$ cat src/rtl/clkfc_pkg.sv
// Package: shared state encoding for the clock divider factor calculator.
// Assumes: nothing beyond IEEE 1800-2017 enums.
package clkfc_pkg;

    typedef enum logic [2:0] {
        ST_IDLE  = 3'd0,
        ST_GO1   = 3'd1,
        ST_WAIT1 = 3'd2,
        ST_PICK  = 3'd3,
        ST_GO2   = 3'd4,
        ST_WAIT2 = 3'd5
    } calc_state_t;

endpackage

$ cat src/rtl/clkfc_serial_div.sv
// Module: clkfc_serial_div
// Unsigned restoring divider, one quotient bit per cycle, W cycles per divide.
// Assumes: divisor is non-zero when go_i is pulsed; go_i is only pulsed when
// the previous divide has finished. valid_o pulses one cycle with quot_o final.
module clkfc_serial_div #(
    parameter int W = 32
) (
    input  logic         clk,
    input  logic         rst_n,
    input  logic         go_i,
    input  logic [W-1:0] dividend_i,
    input  logic [W-1:0] divisor_i,
    output logic         valid_o,
    output logic [W-1:0] quot_o
);
    localparam int CW = $clog2(W + 1);

    logic [W-1:0]  rem_q, quo_q, dsr_q;
    logic [CW-1:0] cnt_q;
    logic          run_q, valid_q;
    logic [W:0]    shifted, rem_next;
    logic          fits;

    // Trial subtraction for the next quotient bit.
    always_comb begin
        shifted  = {rem_q, quo_q[W-1]};
        fits     = (shifted >= {1'b0, dsr_q});
        rem_next = fits ? (shifted - {1'b0, dsr_q}) : shifted;
    end

    // Iteration registers: load on go, shift one bit per cycle while running.
    always_ff @(posedge clk) begin
        if (!rst_n) begin
            rem_q   <= '0;
            quo_q   <= '0;
            dsr_q   <= '0;
            cnt_q   <= '0;
            run_q   <= 1'b0;
            valid_q <= 1'b0;
        end else begin
            valid_q <= 1'b0;
            if (go_i) begin
                rem_q <= '0;
                quo_q <= dividend_i;
                dsr_q <= divisor_i;
                cnt_q <= CW'(W);
                run_q <= 1'b1;
            end else if (run_q) begin
                rem_q <= rem_next[W-1:0];
                quo_q <= {quo_q[W-2:0], fits};
                cnt_q <= cnt_q - CW'(1);
                if (cnt_q == CW'(1)) begin
                    run_q   <= 1'b0;
                    valid_q <= 1'b1;
                end
            end
        end
    end

    assign valid_o = valid_q;
    assign quot_o  = quo_q;

endmodule

$ cat src/rtl/clkfc_factor_pick.sv
// Module: clkfc_factor_pick
// Combinational choice of pre-shift exponent and rounded-up divide count.
// Assumes: ratio_i is the truncated parent/request ratio. The smallest
// exponent whose shifted ratio fits below 2^M_W is taken, else the largest.
// The count is clamped into 1 .. 2^M_W.
module clkfc_factor_pick #(
    parameter int W   = 32,
    parameter int M_W = 4,
    parameter int P_W = 2
) (
    input  logic [W-1:0]   ratio_i,
    output logic [P_W-1:0] p_o,
    output logic [M_W:0]   count_o
);
    localparam int          PMAX    = (1 << P_W) - 1;
    localparam logic [W:0]  CNT_MAX = (W+1)'(1) << M_W;
    localparam logic [W-1:0] LIM    = W'(1) << M_W;

    logic [P_W-1:0] p_sel;
    logic [W:0]     round_add, sum, cnt_full;

    // Exponent: scan downward so the smallest fitting exponent wins.
    always_comb begin
        p_sel = P_W'(PMAX);
        for (int i = PMAX; i >= 0; i--) begin
            if ((ratio_i >> i) < LIM) p_sel = P_W'(i);
        end
    end

    // Count: ceiling divide by 2^p, then clamp into the legal range.
    always_comb begin
        round_add = ((W+1)'(1) << p_sel) - (W+1)'(1);
        sum       = {1'b0, ratio_i} + round_add;
        cnt_full  = sum >> p_sel;
        if (cnt_full > CNT_MAX)
            cnt_full = CNT_MAX;
        else if (cnt_full == '0)
            cnt_full = (W+1)'(1);
    end

    assign p_o     = p_sel;
    assign count_o = cnt_full[M_W:0];

endmodule

$ cat src/rtl/clkdiv_factor_calc.sv
// Module: clkdiv_factor_calc (top)
// Sequences clamp, ratio divide, factor pick and achieved-rate divide.
// Assumes: start_i is honoured only when idle; the outputs hold between
// done pulses. One shared serial divider serves both divides.
module clkdiv_factor_calc #(
    parameter int W   = 32,
    parameter int M_W = 4,
    parameter int P_W = 2
) (
    input  logic           clk,
    input  logic           rst_n,
    input  logic           start_i,
    input  logic [W-1:0]   parent_rate_i,
    input  logic [W-1:0]   req_rate_i,
    output logic [M_W-1:0] m_o,
    output logic [P_W-1:0] p_o,
    output logic [W-1:0]   rate_o,
    output logic           done_o
);
    import clkfc_pkg::*;

    calc_state_t    state_q;
    logic [W-1:0]   parent_q, req_q, ratio_q, req_clamped;
    logic [P_W-1:0] p_q, pick_p;
    logic [M_W:0]   cnt_q, pick_cnt;
    logic           div_go, div_valid;
    logic [W-1:0]   div_dividend, div_divisor, div_quot;
    logic           busy;

    // Request clamp: limit to the parent rate, then lift zero to one.
    always_comb begin
        req_clamped = (req_rate_i > parent_rate_i) ? parent_rate_i : req_rate_i;
        if (req_clamped == '0) req_clamped = W'(1);
    end

    // Divider operand select for the two passes.
    always_comb begin
        div_go       = (state_q == ST_GO1) || (state_q == ST_GO2);
        div_dividend = parent_q;
        div_divisor  = req_q;
        if (state_q == ST_GO2) begin
            div_dividend = parent_q >> p_q;
            div_divisor  = W'(cnt_q);
        end
    end

    assign busy = (state_q != ST_IDLE);

    clkfc_serial_div #(.W(W)) u_div (
        .clk        (clk),
        .rst_n      (rst_n),
        .go_i       (div_go),
        .dividend_i (div_dividend),
        .divisor_i  (div_divisor),
        .valid_o    (div_valid),
        .quot_o     (div_quot)
    );

    clkfc_factor_pick #(.W(W), .M_W(M_W), .P_W(P_W)) u_pick (
        .ratio_i (ratio_q),
        .p_o     (pick_p),
        .count_o (pick_cnt)
    );

    // Sequencer and result registers.
    always_ff @(posedge clk) begin
        if (!rst_n) begin
            state_q  <= ST_IDLE;
            parent_q <= '0;
            req_q    <= W'(1);
            ratio_q  <= '0;
            p_q      <= '0;
            cnt_q    <= (M_W+1)'(1);
            m_o      <= '0;
            p_o      <= '0;
            rate_o   <= '0;
            done_o   <= 1'b0;
        end else begin
            done_o <= 1'b0;
            case (state_q)
                ST_IDLE: if (start_i) begin
                    parent_q <= parent_rate_i;
                    req_q    <= req_clamped;
                    state_q  <= ST_GO1;
                end
                ST_GO1:   state_q <= ST_WAIT1;
                ST_WAIT1: if (div_valid) begin
                    ratio_q <= div_quot;
                    state_q <= ST_PICK;
                end
                ST_PICK: begin
                    p_q     <= pick_p;
                    cnt_q   <= pick_cnt;
                    state_q <= ST_GO2;
                end
                ST_GO2:   state_q <= ST_WAIT2;
                ST_WAIT2: if (div_valid) begin
                    rate_o  <= div_quot;
                    m_o     <= M_W'(cnt_q - (M_W+1)'(1));
                    p_o     <= p_q;
                    done_o  <= 1'b1;
                    state_q <= ST_IDLE;
                end
                default:  state_q <= ST_IDLE;
            endcase
        end
    end

endmodule

$ cat config.mk
export PLATFORM = sky130hd
export DESIGN_NAME = clkdiv_factor_calc
export DESIGN_NICKNAME = d
export VERILOG_FILES = /design/src/rtl/clkfc_pkg.sv /design/src/rtl/clkfc_serial_div.sv /design/src/rtl/clkfc_factor_pick.sv /design/src/rtl/clkdiv_factor_calc.sv
export SDC_FILE = /design/constraint.sdc
export NUM_CORES = 1
export LEC_CHECK = 0
export BUFFER_PORTS_ARGS = -buffer_cell sky130_fd_sc_hd__buf_2
export CORE_MARGIN = 2
export CORE_UTILIZATION = 59
export DETAILED_ROUTE_END_ITERATION = 7
export MAX_ROUTING_LAYER = met4
export PLACE_DENSITY = 0.81
export SETUP_SLACK_MARGIN = 0.1
export SLEW_MARGIN = 10
export SYNTH_ARGS = -nofsm -noshare
export SYNTH_HDL_FRONTEND = slang
export SYNTH_SLANG_ARGS = --single-unit
$ cat constraint.sdc
create_clock -name clk -period 7 [get_ports clk]
set_clock_uncertainty 0.2 [all_clocks]
set_input_delay 0.35 -clock clk [delete_from_list [all_inputs] [get_ports clk]]
set_output_delay 0.35 -clock clk [all_outputs]
set_load 0.02 [all_outputs]
==> flow_summary.ini, run 1 <==
[timing]
hold_viol = 0
fmax_ghz = 0.177
period_share_pct = 80.9
setup_viol = 0
fin_crit_ns = 5.66
maxSlewViolCount = 0
fin_tns_setup_ns = 0
worstMarginPinSlew_ns = 1.19
slew_headroom_pct = 20.7
rsz0062_at_grt = false

[drt]
routed_wl_um = 48600
routed-via-count = 15900
post_drt_wl_per_cell_um = 18.8
first_pass_iters = 6
vias_per_cell = 6.17
postRouteAntennaNets = 0
drc = 0
drt-initial-drc-count = 1523

[floorplanning]
die_area_um2 = 29100
die_x_um = 171
start_util_pct = 60.4
rows = 60
ios = 106
core_um2 = 27100
die_h_um = 171

[final_layout]
diodes = 0
drive_gt1_share_pct = 9.72
fillers = 2231
area_delta_synth_final_pct = 12.7
layout.nets = 2386

[clock_network]
post_cts_resized = 0
numCtsBuffers = 27
cts_buffer_depth = 3
worstSkewPairLatency_ns = 0.54
cts_htree_levels = 1
cts_hold_buf = 52
cts_tree = built
clk_pin_slew_worst_paths_ns = 0.06
ctsRootBufferMaster = clkbuf_16
cts_sinks = 249
post_cts_buffers = 0

[pwr]
ir_drop_mv = 0.227
totalPowerFinal_mw = 4.45
p_per_area_nw_per_um2 = 241
p_leak_nw = 7.74

[grt]
grt_max_degree = 78
overflow = 0
grt.total_usage_pct = 34.2
grt_pass1_wl_um = 78100
antenna_found_initial = 0
grt_pass1_vias = 15100

[synthesis]
synth.avg_cell_area_um2 = 7.74
synth.area.top_cells = dfxtp_1, ha_1, nand2_1
ys_top_cells_by_count = nand2_1, dfxtp_1, a21oi_1, inv_1, nor2_1
synth-seq-cells = 249
synth.most_common_cell = nand2_1
syn_inst = 2116
synth_edf_count = 0
synthArstFlopShare_pct = 0
syn_nets = 2307
syn_area_um2 = 16400
synth_top_area_cell = dfxtp_1
yosys_most_used_dff = dfxtp_1
synth-seq-area-share_pct = 30.4
synth_top_area_share_pct = 30.4
synth_cell_types = 90
ys_warn_count = 0

[setup_path]
start_kind = register
crit_type = register to register
cp.arrival_ns = 5.91
critPathCaptureType = register
crit_required_ns = 7.25
path_max_fanout = 5

[run_status]
status = complete, no violations

[place]
port_buffers = 105
place_congestion = 1.07
place_hpwl_um = 35500

[job]
cap_viol_max_count = 0

[min_path]
min_path_type = primary input to register
where the power goes:
part	leakage, nW	total [mW]	switching, mW	internal, mW
sequential	2.03	1.63	0.116	1.52
clock	0.435	1.42	0.589	0.829
combinational	5.28	1.40	0.798	0.603
total	7.74	4.45	1.50	2.95
registers in the layout, summed over array words and instances (netlist names):
name and count:
u_div.dsr_q 32, u_div.valid_o 1, cnt_q 5, p_q 2, state_q 3, p_o 2, u_div.rem_q 32, req_q 32
rate_o 32, m_o 4, u_div.run_q 1, parent_q 32, ratio_q 32, done_o 1, u_div.cnt_q 6, u_div.quot_o 32
logic make-up (layout without fill, tap and decap cells):
| family | count (synthesis) | count (layout) | synth area share [%] |
|---|---|---|---|
| buffers and inverters | 273 | 370 | 6.38 |
| AO/OA/AOI/OAI | 576 | 576 | 23.5 |
| multiplexers | 106 | 106 | 6.59 |
| AND/OR/NAND/NOR | 735 | 735 | 20.6 |
| flip-flops | 249 | 249 | 30.4 |
| adder cells (fa/ha/maj) | 124 | 124 | 9.57 |
| XOR/XNOR | 53 | 53 | 2.88 |
critical path: stages (launching register included):
cell      delay (ns)
dfxtp_1         0.33
inv_1           0.11
ha_1            0.19
nand3_1         0.12
nor3_1          0.54
nand4_1         0.22
nor2_1          0.17
inv_1           0.07
ha_1            0.26
inv_1           0.06
ha_1            0.18
inv_1           0.06
fa_1            0.39
and2b_1         0.27
o31a_1          0.23
o211ai_1        0.21
o311ai_2        0.46
o21a_1          0.20
o311ai_1        0.12
or3_1           0.43
o31ai_1         0.09
a22o_1          0.19
nand4_2         0.17
o32ai_1         0.30
final timing paths:
| kind | start | slack [ns] | endpoint | cells after the start |
|---|---|---|---|---|
| worst max register to register | ratio_q[26]$_SDFFE_PN0P_ | 1.34 | cnt_q[3]$_SDFFE_PN0N_ | 23 |
| worst max-delay path | ratio_q[26]$_SDFFE_PN0P_ | 1.34 | cnt_q[3]$_SDFFE_PN0N_ | 23 |
| worst min register to register | req_q[25]$_SDFFE_PN0P_ | 0.25 | req_q[25]$_SDFFE_PN0P_ | 2 |
| worst min-delay path | req_rate_i[4] | 0.02 | req_q[4]$_SDFFE_PN0P_ | 3 |
area by class of cell:
cell class | instances | area, um2 | share of cell area, %
Clock buffer | 38 | 797 | 4.32
Clock inverter | 9 | 90.1 | 0.488
Sequential cell | 249 | 4990 | 27.0
Inverter | 149 | 562 | 3.04
Tap cell | 372 | 465 | 2.52
Multi-Input combinational cell | 1594 | 10400 | 56.2
Timing Repair Buffer | 174 | 1170 | 6.36
metrics by stage:
stage          instance area, um2  hold WS, ns  utilization [%]  setup slack, ns  cells
5_1_grt                     18500       0.0293             68.1            0.879   2585
6_report                    18500       0.0155             68.1             1.34   2585
3_3_place_gp                17000        0.241             62.9             1.61   2486
4_1_cts                     18500      0.00618             68.1             1.38   2585
3_5_place_dp                17000        0.242             62.9             1.39   2486
2_1_floorplan               16400        0.225                -             2.03   2116
cells in the final DEF (no fill, tap or decap), drive strengths merged, types with 22 or more instances in the layout:
cell	instances
nor4	23
buf	122
o21ai	106
mux2i	92
nor2	129
and3	22
clkbuf	38
dlygate4sd3	52
nor2b	42
a211oi	57
nand2	365
nand4	23
a21boi	36
ha	122
xnor2	36
nor3	36
nand3	22
a21oi	153
a22oi	30
a21o	40
inv	150
dfxtp	249
layer usage:
| layer | routed length (um) | vias up | track usage [%] |
|---|---|---|---|
| li1 | - | 7625 | - |
| met1 | 20700 | 7507 | 43.2 |
| met2 | 22200 | 668 | 55.5 |
| met3 | 3100 | 149 | 2.94 |
| met4 | 2570 | 0 | 16.0 |
| met5 | 0 | - | - |
(Power assumes the default switching activity.)
==> inputs of run 2 (changes only) <==
--- a/config.mk
+++ b/config.mk
@@ -5,6 +5,7 @@
 export SDC_FILE = /design/constraint.sdc
 export NUM_CORES = 1
 export LEC_CHECK = 0
+export ABC_AREA = 1
 export BUFFER_PORTS_ARGS = -buffer_cell sky130_fd_sc_hd__buf_2
 export CORE_MARGIN = 2
 export CORE_UTILIZATION = 59
==> constraint.sdc (replaced) <==
create_clock -name clk -period 5.5 [get_ports clk]
set_clock_uncertainty 0.2 [all_clocks]
set_input_delay 0.275 -clock clk [delete_from_list [all_inputs] [get_ports clk]]
set_output_delay 0.275 -clock clk [all_outputs]
set_load 0.02 [all_outputs]
==> run 2 against run 1 <==
Effect of this change:
- sequential share of layout area down 1.2 points
- maximum frequency up 15%
- clock power up 30%
- setup slack lost 0.74 ns
- routed wire length rose by 9.8%
- critical endpoint is now cnt_q[1]$_SDFFE_PN0N_
==> flow_summary.ini, run 2 <==
[synthesis]
synth_cell_types = 52
synth-seq-cells = 249
syn_area_um2 = 17100
synth.area.top_cells = dfxtp_1, nand2_1, ha_1
syn_inst = 2704
synth-seq-area-share_pct = 29.1
ys_top_cells_by_count = nand2_1, inv_1, a21oi_1, nand3_1, dfxtp_1
synthArstFlopShare_pct = 0
synth.most_common_cell = nand2_1
syn_nets = 2895
synth_top_area_share_pct = 29.1
yosys_most_used_dff = dfxtp_1
synth_edf_count = 0
synth.avg_cell_area_um2 = 6.34
synth_top_area_cell = dfxtp_1
ys_warn_count = 0

[final_layout]
area_delta_synth_final_pct = 12.6
fillers = 2539
final_common_cell = nand2_1
drive_gt1_share_pct = 7.68
mostFrequentLayoutCells = nand2_1, inv_1, a21oi_1
fin_area_um2 = 19300
multi_input_area_um2 = 10300
seqCellArea_um2 = 4990
diodes = 0
fin_cells = 3197
layout.nets = 2984

[drt]
vias_per_cell = 5.74
post_drt_wl_per_cell_um = 16.7
routed_wl_um = 53400
first_pass_iters = 6
drc = 0
drt-initial-drc-count = 1580
routed-via-count = 18400
postRouteAntennaNets = 0

[setup_path]
crit_path_max_incr_delay_ns = 0.40
critPathBufInv = 5
crit_required_ns = 5.77
cp.arrival_ns = 5.17
crit_type = register to register
path_max_fanout = 20
reg2reg_slack_ns = 0.59
critical_path.most_common_cell = nand2_1
critPathCaptureType = register
start_kind = register
cp_slowest_cell = fa_1
cp_top_family = simple AND/OR/NAND/NOR gates

[clock_network]
cts_tree = built
numCtsBuffers = 27
worstSkewPairLatency_ns = 0.55
clk_pin_slew_worst_paths_ns = 0.06
post_cts_buffers = 0
cts_buffer_depth = 3
cts_htree_levels = 1
ctsRootBufferMaster = clkbuf_16
cts_sinks = 249

[place]
placed_area_um2 = 17800
port_buffers = 105
dp_cells = 3091
place_hpwl_um = 39400
place_congestion = 1.05

[timing]
worstMarginPinSlew_ns = 1.05
maxSlewViolCount = 0
rsz0062_at_grt = false
fin_crit_ns = 4.91
setup_viol = 0
fmax_ghz = 0.204
hold_viol = 0
fin_tns_setup_ns = 0
slew_headroom_pct = 29.5
period_share_pct = 89.2

[pwr]
p_per_area_nw_per_um2 = 427
p_leak_nw = 9.27
ir_drop_mv = 0.643

[min_path]
min_path_type = primary input to register

[floorplanning]
die_x_um = 174
ios = 106
core_um2 = 28600
die_area_um2 = 30400
die_h_um = 174
start_util_pct = 59.9
rows = 62

[run_status]
status = complete, no violations

[grt]
grt_max_degree = 103
antenna_found_initial = 0
grt_pass1_vias = 17300
grt_pass1_wl_um = 86400
grt.total_usage_pct = 35.5
overflow = 0

[job]
cap_viol_max_count = 0
run 2: layer usage:
| metal | track usage, % | wire, um |
|---|---|---|
| met1 | 43.9 | 22300 |
| met2 | 60.4 | 25600 |
| met4 | 12.9 | 2100 |
| met5 | - | 0 |
| met3 | 3.28 | 3380 |
run 2: layout make-up:
cell class | count | area share, %
clock buffer | 36 | 3.78
clock inverter | 13 | 0.823
inverter | 365 | 7.09
multi-input combinational | 1969 | 53.6
sequential | 249 | 25.8
tap | 384 | 2.49
timing repair buffer | 181 | 6.43
run 2: repair_timing:
action / 4_1_cts / 5_1_grt
endpoints found under the setup margin: 0 / 4
gates resized for setup: 0 / 4
endpoints found under the hold margin: 65 / 0
hold buffers: 56 / 0
run 2: power breakdown:
part | total, mW | switching [mW] | internal (mW)
logic | 4.17 | 2.75 | 1.43
registers | 2.24 | 0.208 | 2.03
clock network | 1.84 | 0.765 | 1.08
total | 8.25 | 3.72 | 4.53
run 2: through the flow:
step	hold slack, ns	total power, mW	setup slack [ns]	utilization [%]
finish	0.0134	8.25	0.592	67.5
global placement	0.246	6.20	0.750	62.3
floorplan	0.230	5.38	1.20	-
global route	0.0314	8.87	0.113	67.5
CTS	0.00173	8.16	0.572	67.4
detailed placement	0.251	6.29	0.612	62.3
run 2: kinds of logic (layout without fill, tap and decap cells):
family | count (synthesis) | after routing | share of synthesized area [%]
buffers and inverters | 487 | 595 | 10.9
and+or+nand+nor | 1192 | 1193 | 29.2
AOI/OAI and AO/OA | 617 | 617 | 19.9
adders and majority gates | 124 | 124 | 9.13
DFF | 249 | 249 | 29.1
xor gates and xnor gates | 35 | 35 | 1.79
run 2: worst paths after layout:
path	startpoint	endpoint	cells after the start
worst max-delay path	ratio_q[18]$_SDFFE_PN0P_	cnt_q[1]$_SDFFE_PN0N_	35
worst min register to register	rate_o[4]$_SDFFE_PN0P_	rate_o[4]$_SDFFE_PN0P_	2
worst min-delay path	req_rate_i[8]	req_q[8]$_SDFFE_PN0P_	6
worst max register to register	ratio_q[18]$_SDFFE_PN0P_	cnt_q[1]$_SDFFE_PN0N_	35
run 2: worst reg2reg max path, delay by kind of cell (launching register included):
family | cells | cell delay, ns
compound gates | 1 | 0.15
fa+ha+maj | 4 | 1.11
buf+inv | 5 | 0.54
flops | 1 | 0.33
simple gates | 25 | 2.51
==> inputs of run 3 (changes only) <==
--- a/config.mk
+++ b/config.mk
@@ -7,6 +7,7 @@
 export LEC_CHECK = 0
 export ABC_AREA = 1
 export BUFFER_PORTS_ARGS = -buffer_cell sky130_fd_sc_hd__buf_2
+export CORE_ASPECT_RATIO = 0.5
 export CORE_MARGIN = 2
 export CORE_UTILIZATION = 59
 export DETAILED_ROUTE_END_ITERATION = 7
==> run 3 against run 2 <==
Effect of this change:
- cell count about the same
- via count up 0.46%
- power down 0.20%
- register-to-register slack better by 0.17 ns
- global-route usage down 0.37 points
- count of clock-buffer cells in the layout down 7
- worst hold slack better by 0.0070 ns
- sequential power about the same
- routed wire length about the same
- largest cell class unchanged
- highest routed layer unchanged
==> flow_summary.ini, run 3 (same netlist as run 2, synthesis figures left out) <==
[place]
place_hpwl_um = 39200
placed_area_um2 = 17900
place_congestion = 0.993
port_buffers = 105
dp_cells = 3101

[final_layout]
layout.nets = 2981
area_delta_synth_final_pct = 12.6
postLayoutCoreUtil_pct = 67.0
mostFrequentLayoutCells = nand2_1, inv_1, a21oi_1
diodes = 0
fin_area_um2 = 19300
final_common_cell = nand2_1
fin_cells = 3198
drive_gt1_share_pct = 7.62

[setup_path]
critical_path.most_common_cell = nand2_1
critPathCaptureType = register
cp_top_family = simple AND/OR/NAND/NOR gates
critPathBufInv = 3
path_max_fanout = 16
cp_slowest_cell = ha_1
cp.arrival_ns = 5.00
crit_type = register to register
start_kind = register
crit_required_ns = 5.76
reg2reg_slack_ns = 0.76
crit_path_max_incr_delay_ns = 0.37

[timing]
rsz0062_at_grt = false
worstMarginPinSlew_ns = 1.24
fin_crit_ns = 4.74
period_share_pct = 86.1
maxSlewViolCount = 0
hold_viol = 0
whs_ns = 0.0203
setup_viol = 0
fin_tns_setup_ns = 0
slew_headroom_pct = 17.5
fmax_ghz = 0.211

[grt]
grt_max_degree = 85
grt_pass1_vias = 16900
grt_pass1_wl_um = 85100
grt.total_usage_pct = 35.2
overflow = 0
antenna_found_initial = 0

[clock_network]
cts_tree = built
clk_pin_slew_worst_paths_ns = 0.07
worstSkewPairLatency_ns = 0.54
cts_sinks = 249
cts_htree_levels = 1
cts_buffer_depth = 3
numCtsBuffers = 24
ctsRootBufferMaster = clkbuf_16

[pwr]
p_leak_nw = 9.26
ir_drop_mv = 0.570
p_per_area_nw_per_um2 = 427

[min_path]
min_path_type = primary input to register

[floorplanning]
die_area_um2 = 30500
start_util_pct = 59.6
die_h_um = 125
core_um2 = 28800
ios = 106
die_x_um = 245
rows = 44

[job]
cap_viol_max_count = 0

[drt]
first_pass_iters = 6
routed_wl_um = 53300
post_drt_wl_per_cell_um = 16.7
drt-initial-drc-count = 1840
postRouteAntennaNets = 0
drc = 0
routed-via-count = 18400
vias_per_cell = 5.77

[run_status]
status = complete, no violations
run 3: path summary, 6_finish.rpt:
| kind | cells after the start | startpoint | endpoint |
|---|---|---|---|
| worst max register to register | 29 | ratio_q[12]$_SDFFE_PN0P_ | cnt_q[3]$_SDFFE_PN0N_ |
| worst max-delay path | 29 | ratio_q[12]$_SDFFE_PN0P_ | cnt_q[3]$_SDFFE_PN0N_ |
| worst min register to register | 2 | p_o[1]$_SDFFE_PN0P_ | p_o[1]$_SDFFE_PN0P_ |
| worst min-delay path | 3 | parent_rate_i[24] | parent_q[24]$_SDFFE_PN0P_ |
run 3: cell type report:
type / instances / area, um2
Timing Repair Buffer: 182 / 1240
Fill cell: 2587 / 9490
Sequential cell: 249 / 4980
Multi-Input combinational cell: 1968 / 10300
Clock inverter: 14 / 235
Inverter: 365 / 1370
Tap cell: 391 / 489
Clock buffer: 29 / 661
run 3: per-layer routing:
layer / track usage [%] / part of all wire (%)
met5: - / 0
met4: 15.1 / 4.5
met3: 4.42 / 7.8
met2: 55.8 / 45
met1: 45.2 / 42
run 3: report_power, final:
group / leakage [nW] / switching (mW) / internal [mW]
combinational: 6.80 / 2.74 / 1.42
sequential: 2.02 / 0.175 / 2.03
clock: 0.430 / 0.735 / 1.14
run 3: what timing repair did:
item                                   4_1_cts  5_1_grt
endpoints found under the hold margin       54        0
gates resized for setup                      0        0
hold buffers                                54        0
setup buffers                                0        0
run 3: worst register-to-register path, delay by kind of cell (launching register included):
family / cells / cell delay [ns]
and+or+nand+nor: 21 / 2.43
adders and majority gates: 3 / 0.87
buffers and inverters: 3 / 0.44
AOI/OAI and AO/OA: 2 / 0.40
DFF: 1 / 0.32
run 3: through the flow:
step | setup slack [ns] | total power, mW
4_1_cts | 0.859 | 8.16
5_1_grt | 0.325 | 8.87
2_1_floorplan | 1.20 | 5.38
3_3_place_gp | 1.01 | 6.22
6_report | 0.762 | 8.24
3_5_place_dp | 0.886 | 6.26
